<file path="config.mk">
export PLATFORM = sky130hd
export DESIGN_NAME = flash_bank_sched
export DESIGN_NICKNAME = d
export VERILOG_FILES = /design/src/rtl/flash_sched_pkg.sv /design/src/rtl/fsch_bank.sv /design/src/rtl/fsch_flags.sv /design/src/rtl/flash_bank_sched.sv
export SDC_FILE = /design/constraint.sdc
export NUM_CORES = 1
export LEC_CHECK = 0
export BUFFER_PORTS_ARGS = -buffer_cell sky130_fd_sc_hd__buf_2
export CAP_MARGIN = 20
export CORE_MARGIN = 2
export CORE_UTILIZATION = 45
export CTS_BUF_LIST = sky130_fd_sc_hd__clkbuf_8
export DETAILED_ROUTE_END_ITERATION = 8
export GPL_ROUTABILITY_DRIVEN = 0
export MAX_ROUTING_LAYER = met4
export PLACE_DENSITY = 0.63
export SLEW_MARGIN = 30
export SYNTH_ARGS = -nofsm -noshare
export SYNTH_HDL_FRONTEND = slang
export SYNTH_HIERARCHICAL = 1
export SYNTH_SLANG_ARGS = --single-unit
</file>
<file path="constraint.sdc">
create_clock -name clk -period 3.2 [get_ports clk]
set_clock_uncertainty 0.15 [all_clocks]
set_input_delay 0.48 -clock clk [delete_from_list [all_inputs] [get_ports clk]]
set_output_delay 0.48 -clock clk [all_outputs]
set_load 0.01 [all_outputs]
</file>
<file path="src/rtl/flash_sched_pkg.sv">
package flash_sched_pkg;
  typedef enum logic [1:0] {
    OP_NONE  = 2'b00,
    OP_READ  = 2'b01,
    OP_PROG  = 2'b10,
    OP_ERASE = 2'b11
  } op_e;

  typedef enum logic [1:0] {
    BK_IDLE,
    BK_PROG,
    BK_ERASE,
    BK_ESUSP
  } bank_st_e;

  localparam int FLAG_DONE = 0;
  localparam int FLAG_ACC  = 1;
  localparam int FLAG_SEQ  = 2;
  localparam int NFLAGS    = 3;
endpackage

</file>
<file path="src/rtl/fsch_bank.sv">
module fsch_bank
  import flash_sched_pkg::*;
#(
  parameter int PROG_CYCLES  = 64,
  parameter int ERASE_CYCLES = 2000,
  parameter int CNT_W        = 11
) (
  input  logic     clk,
  input  logic     rst_n,
  input  logic     go_prog,
  input  logic     go_erase,
  input  logic     go_erase_held,
  input  logic     suspend,
  input  logic     resume,
  output bank_st_e st,
  output logic     prog_fin,
  output logic     erase_fin
);
  logic [CNT_W-1:0] cnt;

  always_ff @(posedge clk) begin
    if (!rst_n) begin
      st  <= BK_IDLE;
      cnt <= '0;
    end else begin
      case (st)
        BK_IDLE: begin
          if (go_prog) begin
            st  <= BK_PROG;
            cnt <= CNT_W'(PROG_CYCLES - 1);
          end else if (go_erase) begin
            st  <= BK_ERASE;
            cnt <= CNT_W'(ERASE_CYCLES - 1);
          end else if (go_erase_held) begin
            st  <= BK_ESUSP;
            cnt <= CNT_W'(ERASE_CYCLES - 1);
          end
        end
        BK_PROG: begin
          if (cnt == '0) st <= BK_IDLE;
          else           cnt <= cnt - 1'b1;
        end
        BK_ERASE: begin
          if (cnt == '0) st <= BK_IDLE;
          else begin
            cnt <= cnt - 1'b1;
            if (suspend) st <= BK_ESUSP;
          end
        end
        BK_ESUSP: begin
          if (resume) st <= BK_ERASE;
        end
        default: st <= BK_IDLE;
      endcase
    end
  end

  assign prog_fin  = (st == BK_PROG)  && (cnt == '0);
  assign erase_fin = (st == BK_ERASE) && (cnt == '0);


  susp_hold_chk: assert property (@(posedge clk) disable iff (!rst_n)
    (st == BK_ESUSP && !resume) |=> (st == BK_ESUSP && $stable(cnt)));


  prog_run_chk: assert property (@(posedge clk) disable iff (!rst_n)
    (st == BK_PROG && cnt != '0) |=> (st == BK_PROG));
endmodule

</file>
<file path="src/rtl/fsch_flags.sv">
module fsch_flags #(
  parameter int NF = 3
) (
  input  logic          clk,
  input  logic          rst_n,
  input  logic [NF-1:0] set,
  input  logic [NF-1:0] clr,
  input  logic [NF-1:0] mask,
  output logic [NF-1:0] flags,
  output logic          irq
);
  always_ff @(posedge clk) begin
    if (!rst_n) flags <= '0;
    else        flags <= (flags & ~clr) | set;
  end

  assign irq = |(flags & ~mask);


  set_wins_chk: assert property (@(posedge clk) disable iff (!rst_n)
    (|set) |=> ((flags & $past(set)) == $past(set)));
endmodule

</file>
<file path="src/rtl/flash_bank_sched.sv">
module flash_bank_sched
  import flash_sched_pkg::*;
#(
  parameter int PAGE_BYTES   = 128,
  parameter int WORD_BYTES   = 8,
  parameter int CYC_PER_WORD = 4,
  parameter int ERASE_CYCLES = 2000
) (
  input  logic       clk,
  input  logic       rst_n,
  input  logic       cmd_valid,
  output logic       cmd_ready,
  input  logic [1:0] cmd_op,
  input  logic       cmd_bank,
  output logic       rd_grant,
  output logic [1:0] bank_busy,
  output logic [1:0] bank_erasing,
  output logic [1:0] bank_programming,
  output logic [1:0] bank_suspended,
  input  logic [2:0] flag_mask,
  input  logic [2:0] flag_clr,
  output logic [2:0] flags,
  output logic       irq
);
  localparam int NBANKS      = 2;
  localparam int PROG_CYCLES = (PAGE_BYTES / WORD_BYTES) * CYC_PER_WORD;
  localparam int MAXC        = (PROG_CYCLES > ERASE_CYCLES) ? PROG_CYCLES : ERASE_CYCLES;
  localparam int CNT_W       = $clog2(MAXC + 1);

  bank_st_e          st [NBANKS];
  logic [NBANKS-1:0] prog_fin, erase_fin;
  logic [NBANKS-1:0] go_prog, go_erase, go_erase_held, suspend, resume;

  logic fire, tgt_busy, partner_prog_act, partner_erase_act;
  logic want_prog, want_erase, want_read;
  logic prog_ok, erase_ok, seq_err, acc_err, rd_ok;
  logic ptr;
  op_e  op;

  assign op   = op_e'(cmd_op);
  assign fire = cmd_valid && cmd_ready;
  assign ptr  = ~cmd_bank;

  always_comb begin
    tgt_busy          = (st[cmd_bank] != BK_IDLE);
    partner_prog_act  = (st[ptr] == BK_PROG)  && !prog_fin[ptr];
    partner_erase_act = (st[ptr] == BK_ERASE) && !erase_fin[ptr];
    want_prog  = fire && (op == OP_PROG);
    want_erase = fire && (op == OP_ERASE);
    want_read  = fire && (op == OP_READ);
    prog_ok    = want_prog  && !tgt_busy && !partner_prog_act;
    erase_ok   = want_erase && !tgt_busy && !partner_erase_act;
    seq_err    = (want_prog || want_erase) && !(prog_ok || erase_ok);
    rd_ok      = want_read && !tgt_busy;
    acc_err    = want_read && tgt_busy;
  end

  for (genvar i = 0; i < NBANKS; i++) begin : gen_bank
    localparam int OTH = NBANKS - 1 - i;
    logic sel;
    assign sel              = (cmd_bank == 1'(i));
    assign go_prog[i]       = prog_ok && sel;
    assign go_erase[i]      = erase_ok && sel && !partner_prog_act;
    assign go_erase_held[i] = erase_ok && sel && partner_prog_act;
    assign suspend[i]       = prog_ok && !sel;
    assign resume[i]        = prog_fin[OTH];

    fsch_bank #(
      .PROG_CYCLES (PROG_CYCLES),
      .ERASE_CYCLES(ERASE_CYCLES),
      .CNT_W       (CNT_W)
    ) u_bank (
      .clk          (clk),
      .rst_n        (rst_n),
      .go_prog      (go_prog[i]),
      .go_erase     (go_erase[i]),
      .go_erase_held(go_erase_held[i]),
      .suspend      (suspend[i]),
      .resume       (resume[i]),
      .st           (st[i]),
      .prog_fin     (prog_fin[i]),
      .erase_fin    (erase_fin[i])
    );

    assign bank_busy[i]        = (st[i] != BK_IDLE);
    assign bank_programming[i] = (st[i] == BK_PROG);
    assign bank_erasing[i]     = (st[i] == BK_ERASE);
    assign bank_suspended[i]   = (st[i] == BK_ESUSP);
  end

  always_ff @(posedge clk) begin
    if (!rst_n) begin
      cmd_ready <= 1'b0;
      rd_grant  <= 1'b0;
    end else begin
      cmd_ready <= 1'b1;
      rd_grant  <= rd_ok;
    end
  end

  logic [NFLAGS-1:0] flag_set;
  always_comb begin
    flag_set            = '0;
    flag_set[FLAG_DONE] = (|prog_fin) || (|erase_fin);
    flag_set[FLAG_ACC]  = acc_err;
    flag_set[FLAG_SEQ]  = seq_err;
  end

  fsch_flags #(.NF(NFLAGS)) u_flags (
    .clk  (clk),
    .rst_n(rst_n),
    .set  (flag_set),
    .clr  (flag_clr),
    .mask (flag_mask),
    .flags(flags),
    .irq  (irq)
  );


  no_dual_prog_chk: assert property (@(posedge clk) disable iff (!rst_n)
    !(bank_programming[0] && bank_programming[1]));


  no_dual_erase_chk: assert property (@(posedge clk) disable iff (!rst_n)
    !(bank_erasing[0] && bank_erasing[1]));


  susp_partner0_chk: assert property (@(posedge clk) disable iff (!rst_n)
    bank_suspended[0] |-> bank_programming[1]);


  susp_partner1_chk: assert property (@(posedge clk) disable iff (!rst_n)
    bank_suspended[1] |-> bank_programming[0]);


  rd_busy_chk: assert property (@(posedge clk) disable iff (!rst_n)
    (fire && cmd_op == 2'b01 && bank_busy[cmd_bank]) |=> (!rd_grant && flags[FLAG_ACC]));


  seq_busy_chk: assert property (@(posedge clk) disable iff (!rst_n)
    (fire && cmd_op[1] && bank_busy[cmd_bank]) |=> flags[FLAG_SEQ]);
endmodule

</file>
==> flow_summary.toml <==
[outcome]
status = "finished, final reports clean"

[layout]
final_nets = 360
post-route-util_pct = 59.10
diodes = 0
drive_above_1_share_pct = 29.76
syn_to_final_growth_pct = 24.58
stdcell_area_mm2 = 0.003057

[sta]
finalMaxSlewViolations = 0
finalSetupTns_ns = 0
max_freq_ghz = 0.3196
final-setup-viol-count = 0
period_minus_slack_ns = 3.129
hold_viol_final = 0
tightest_slew_ns = 0.8520
relSlewSlack_pct = 43.08
whs_ns = 0.3374
final.period_utilization_pct = 97.77

[drt]
firstDrtPassIters = 4
post-route-drc-count = 0
postRouteAntennaNets = 0
drt-vias-per-instance = 5.993
num_vias = 2433
wire_per_inst_um = 15.94
dr.first_iter.drc_count = 121
wirelength_mm = 6.472

[yosys]
yosys.area.top_type_share_pct = 25.29
synthCells = 289
synth_ff_type = "dfxtp_1"
synth_seq_cells = 31
synth_edf_count = 0
synth_area_leaders = "dfxtp_1 (25%), ha_1 (6.6%), nand3_1 (3.3%)"
yosysUniqueCellTypes = 68
yosys-top-cells-count = "dfxtp_1 (31), inv_1 (20), nand3_1 (16), nor2_1 (16), ha_1 (13)"
yosysSeqAreaShare_pct = 25.29
postSynthAreaPerCell_um2 = 8.490
post-synth-top-count-cell = "dfxtp_1"
synthesis.nets = 314
async_flop_share_pct = 0
synth_top_area_cell = "dfxtp_1"
synth-warning-count = 6
netlist_area_mm2 = 0.002454

[global_route]
grt_pass1_vias = 2213
grt_use_total_pct = 21.56
grt_start_max_net_pins = 33
antenna_found_initial = 0
grt_pass1_wl_mm = 10.45
gr-total-overflow = 0

[die]
floorplan.die.width_um = 77.84
rows = 26
pin_count = 26
die_h_um = 77.84
dieArea_mm2 = 0.006059
core_area_mm2 = 0.005172
initial_core_util_pct = 47.44

[critical_path]
worst-path-max-fanout = 9
critPathArrivalTime_ns = 3.16
required_ns = 3.23
crit_path_end = "gen_bank[0].u_bank/cnt[9]"
crit_start = "gen_bank[0].u_bank/cnt[0]"
critPathKind = "reg2reg"
regToRegSetupSlack_ns = 0.07
reg2reg_to = "gen_bank[0].u_bank/cnt[9]"
cp-start-kind = "flop"
r2r_start = "gen_bank[0].u_bank/cnt[0]"
r2r_cells = 12
endpoint_kind = "flop"

[hold_path]
hold_class = "reg2reg"

[power]
ir_worst_vdd_v = 0.0006161
power_leakage_uw = 0.001276
p_per_area_mw_per_mm2 = 1151
p_total_uw = 3520

[placed_design]
postPlaceCellArea_mm2 = 0.002808
portBuffers = 25
place_hpwl_mm = 4.470

[job]
cap_viol_max_count = 0

[cts]
cts_made_buffers = 5
htree_levels = 2
cts.path.max_buffers = 2
clk_latency_ns = 0.29
numClockSinks = 31
cts_root_buf = "clkbuf_8"
cts_tree = "built"
clk_transition_reported_paths_ns = 0.08
-- sequential cells by signal (all words and copies together) (netlist names) --
name,flops
gen_bank.u_bank/cnt,22
gen_bank.u_bank/st,4
u_flags/flags,3
cmd_ready,1
rd_grant,1
-- power by group --
group / internal, uW / switching (uW) / leakage (uW)
combinational: 1130 / 1410 / 0.000975
clock: 149 / 158 / 0.0000453
sequential: 528 / 144 / 0.000255
-- what timing repair did --
item,in CTS,in global routing
gates resized for setup,0,22
hold buffers,0,0
setup endpoints to repair,0,25
buffers inserted,0,4
-- layer usage --
layer	track usage, %	routed length, um
met5	-	0
met2	33.71	3168
met4	7.321	75
met3	3.837	281
met1	28.04	2946
-- area by class of cell --
| class | count | area (um^2) |
|---|---|---|
| tap | 70 | 87.58 |
| inverter | 20 | 75.07 |
| sequential | 31 | 621.8 |
| multi-input combinational | 223 | 1832 |
| fill | 463 | 2116 |
| clock buffer | 5 | 68.82 |
| clock inverter | 3 | 16.27 |
| timing repair buffer | 54 | 355.3 |
-- cell usage in the layout, fill, tap and decap left out, types with 5 or more instances in the layout --
master    instances
buf_4            28
buf_2            25
nor2b_1          10
nand3_1          16
or3_1             8
o21ai_0           8
and2_1            7
clkbuf_8          5
a31oi_1           5
o41ai_1           5
ha_1             12
a21oi_1          11
nand2_1           9
nor2_1           14
o211a_1           5
dfxtp_1          30
inv_1            21
-- kinds of logic (layout without fill, tap and decap cells) --
kind of cell	count (synthesis)	in the layout	share of synthesized area, %
flip-flops	31	31	25.29
multiplexers	2	2	0.8159
AO/OA/AOI/OAI	85	86	26.87
AND/OR/NAND/NOR	122	122	33.61
buffers and inverters	36	82	6.782
adder cells (fa/ha/maj)	13	13	6.629
-- worst min path at each step --
| stage | start | to | slack, ns | cells after the start |
|---|---|---|---|---|
| floorplan | gen_bank[1].u_bank/cnt[10] | gen_bank[1].u_bank/cnt[10] | 0.29 | 2 |
| global placement | gen_bank[1].u_bank/cnt[10] | gen_bank[1].u_bank/cnt[10] | 0.31 | 2 |
| detailed placement | gen_bank[1].u_bank/cnt[10] | gen_bank[1].u_bank/cnt[10] | 0.31 | 2 |
| CTS | gen_bank[1].u_bank/cnt[10] | gen_bank[1].u_bank/cnt[10] | 0.32 | 2 |
| global route | flag_clr[2] | u_flags/flags[2] | 0.35 | 3 |
| finish | gen_bank[1].u_bank/cnt[10] | gen_bank[1].u_bank/cnt[10] | 0.34 | 2 |
-- per-stage QoR --
| stage | std cells | setup slack (ns) |
|---|---|---|
| 4_1_cts | 401 | 0.008919 |
| 5_1_grt | 406 | -0.05540 |
| 3_5_place_dp | 393 | 0.03254 |
| 2_1_floorplan | 289 | -0.02900 |
| 6_report | 406 | 0.07122 |
| 3_3_place_gp | 393 | 0.05216 |
-- critical path, cell delays in order (launching register included) --
cell and delay (ns):
dfxtp_1 0.31, inv_1 0.08, ha_1 0.17, or4b_4 0.50
nor3_4 0.16, and2_1 0.18, nand4bb_4 0.17, nand2_4 0.07
nor4b_4 0.28, or4b_4 0.24, o21ai_4 0.12, or3_1 0.39
a32o_1 0.20
(Power assumes the default switching activity.)
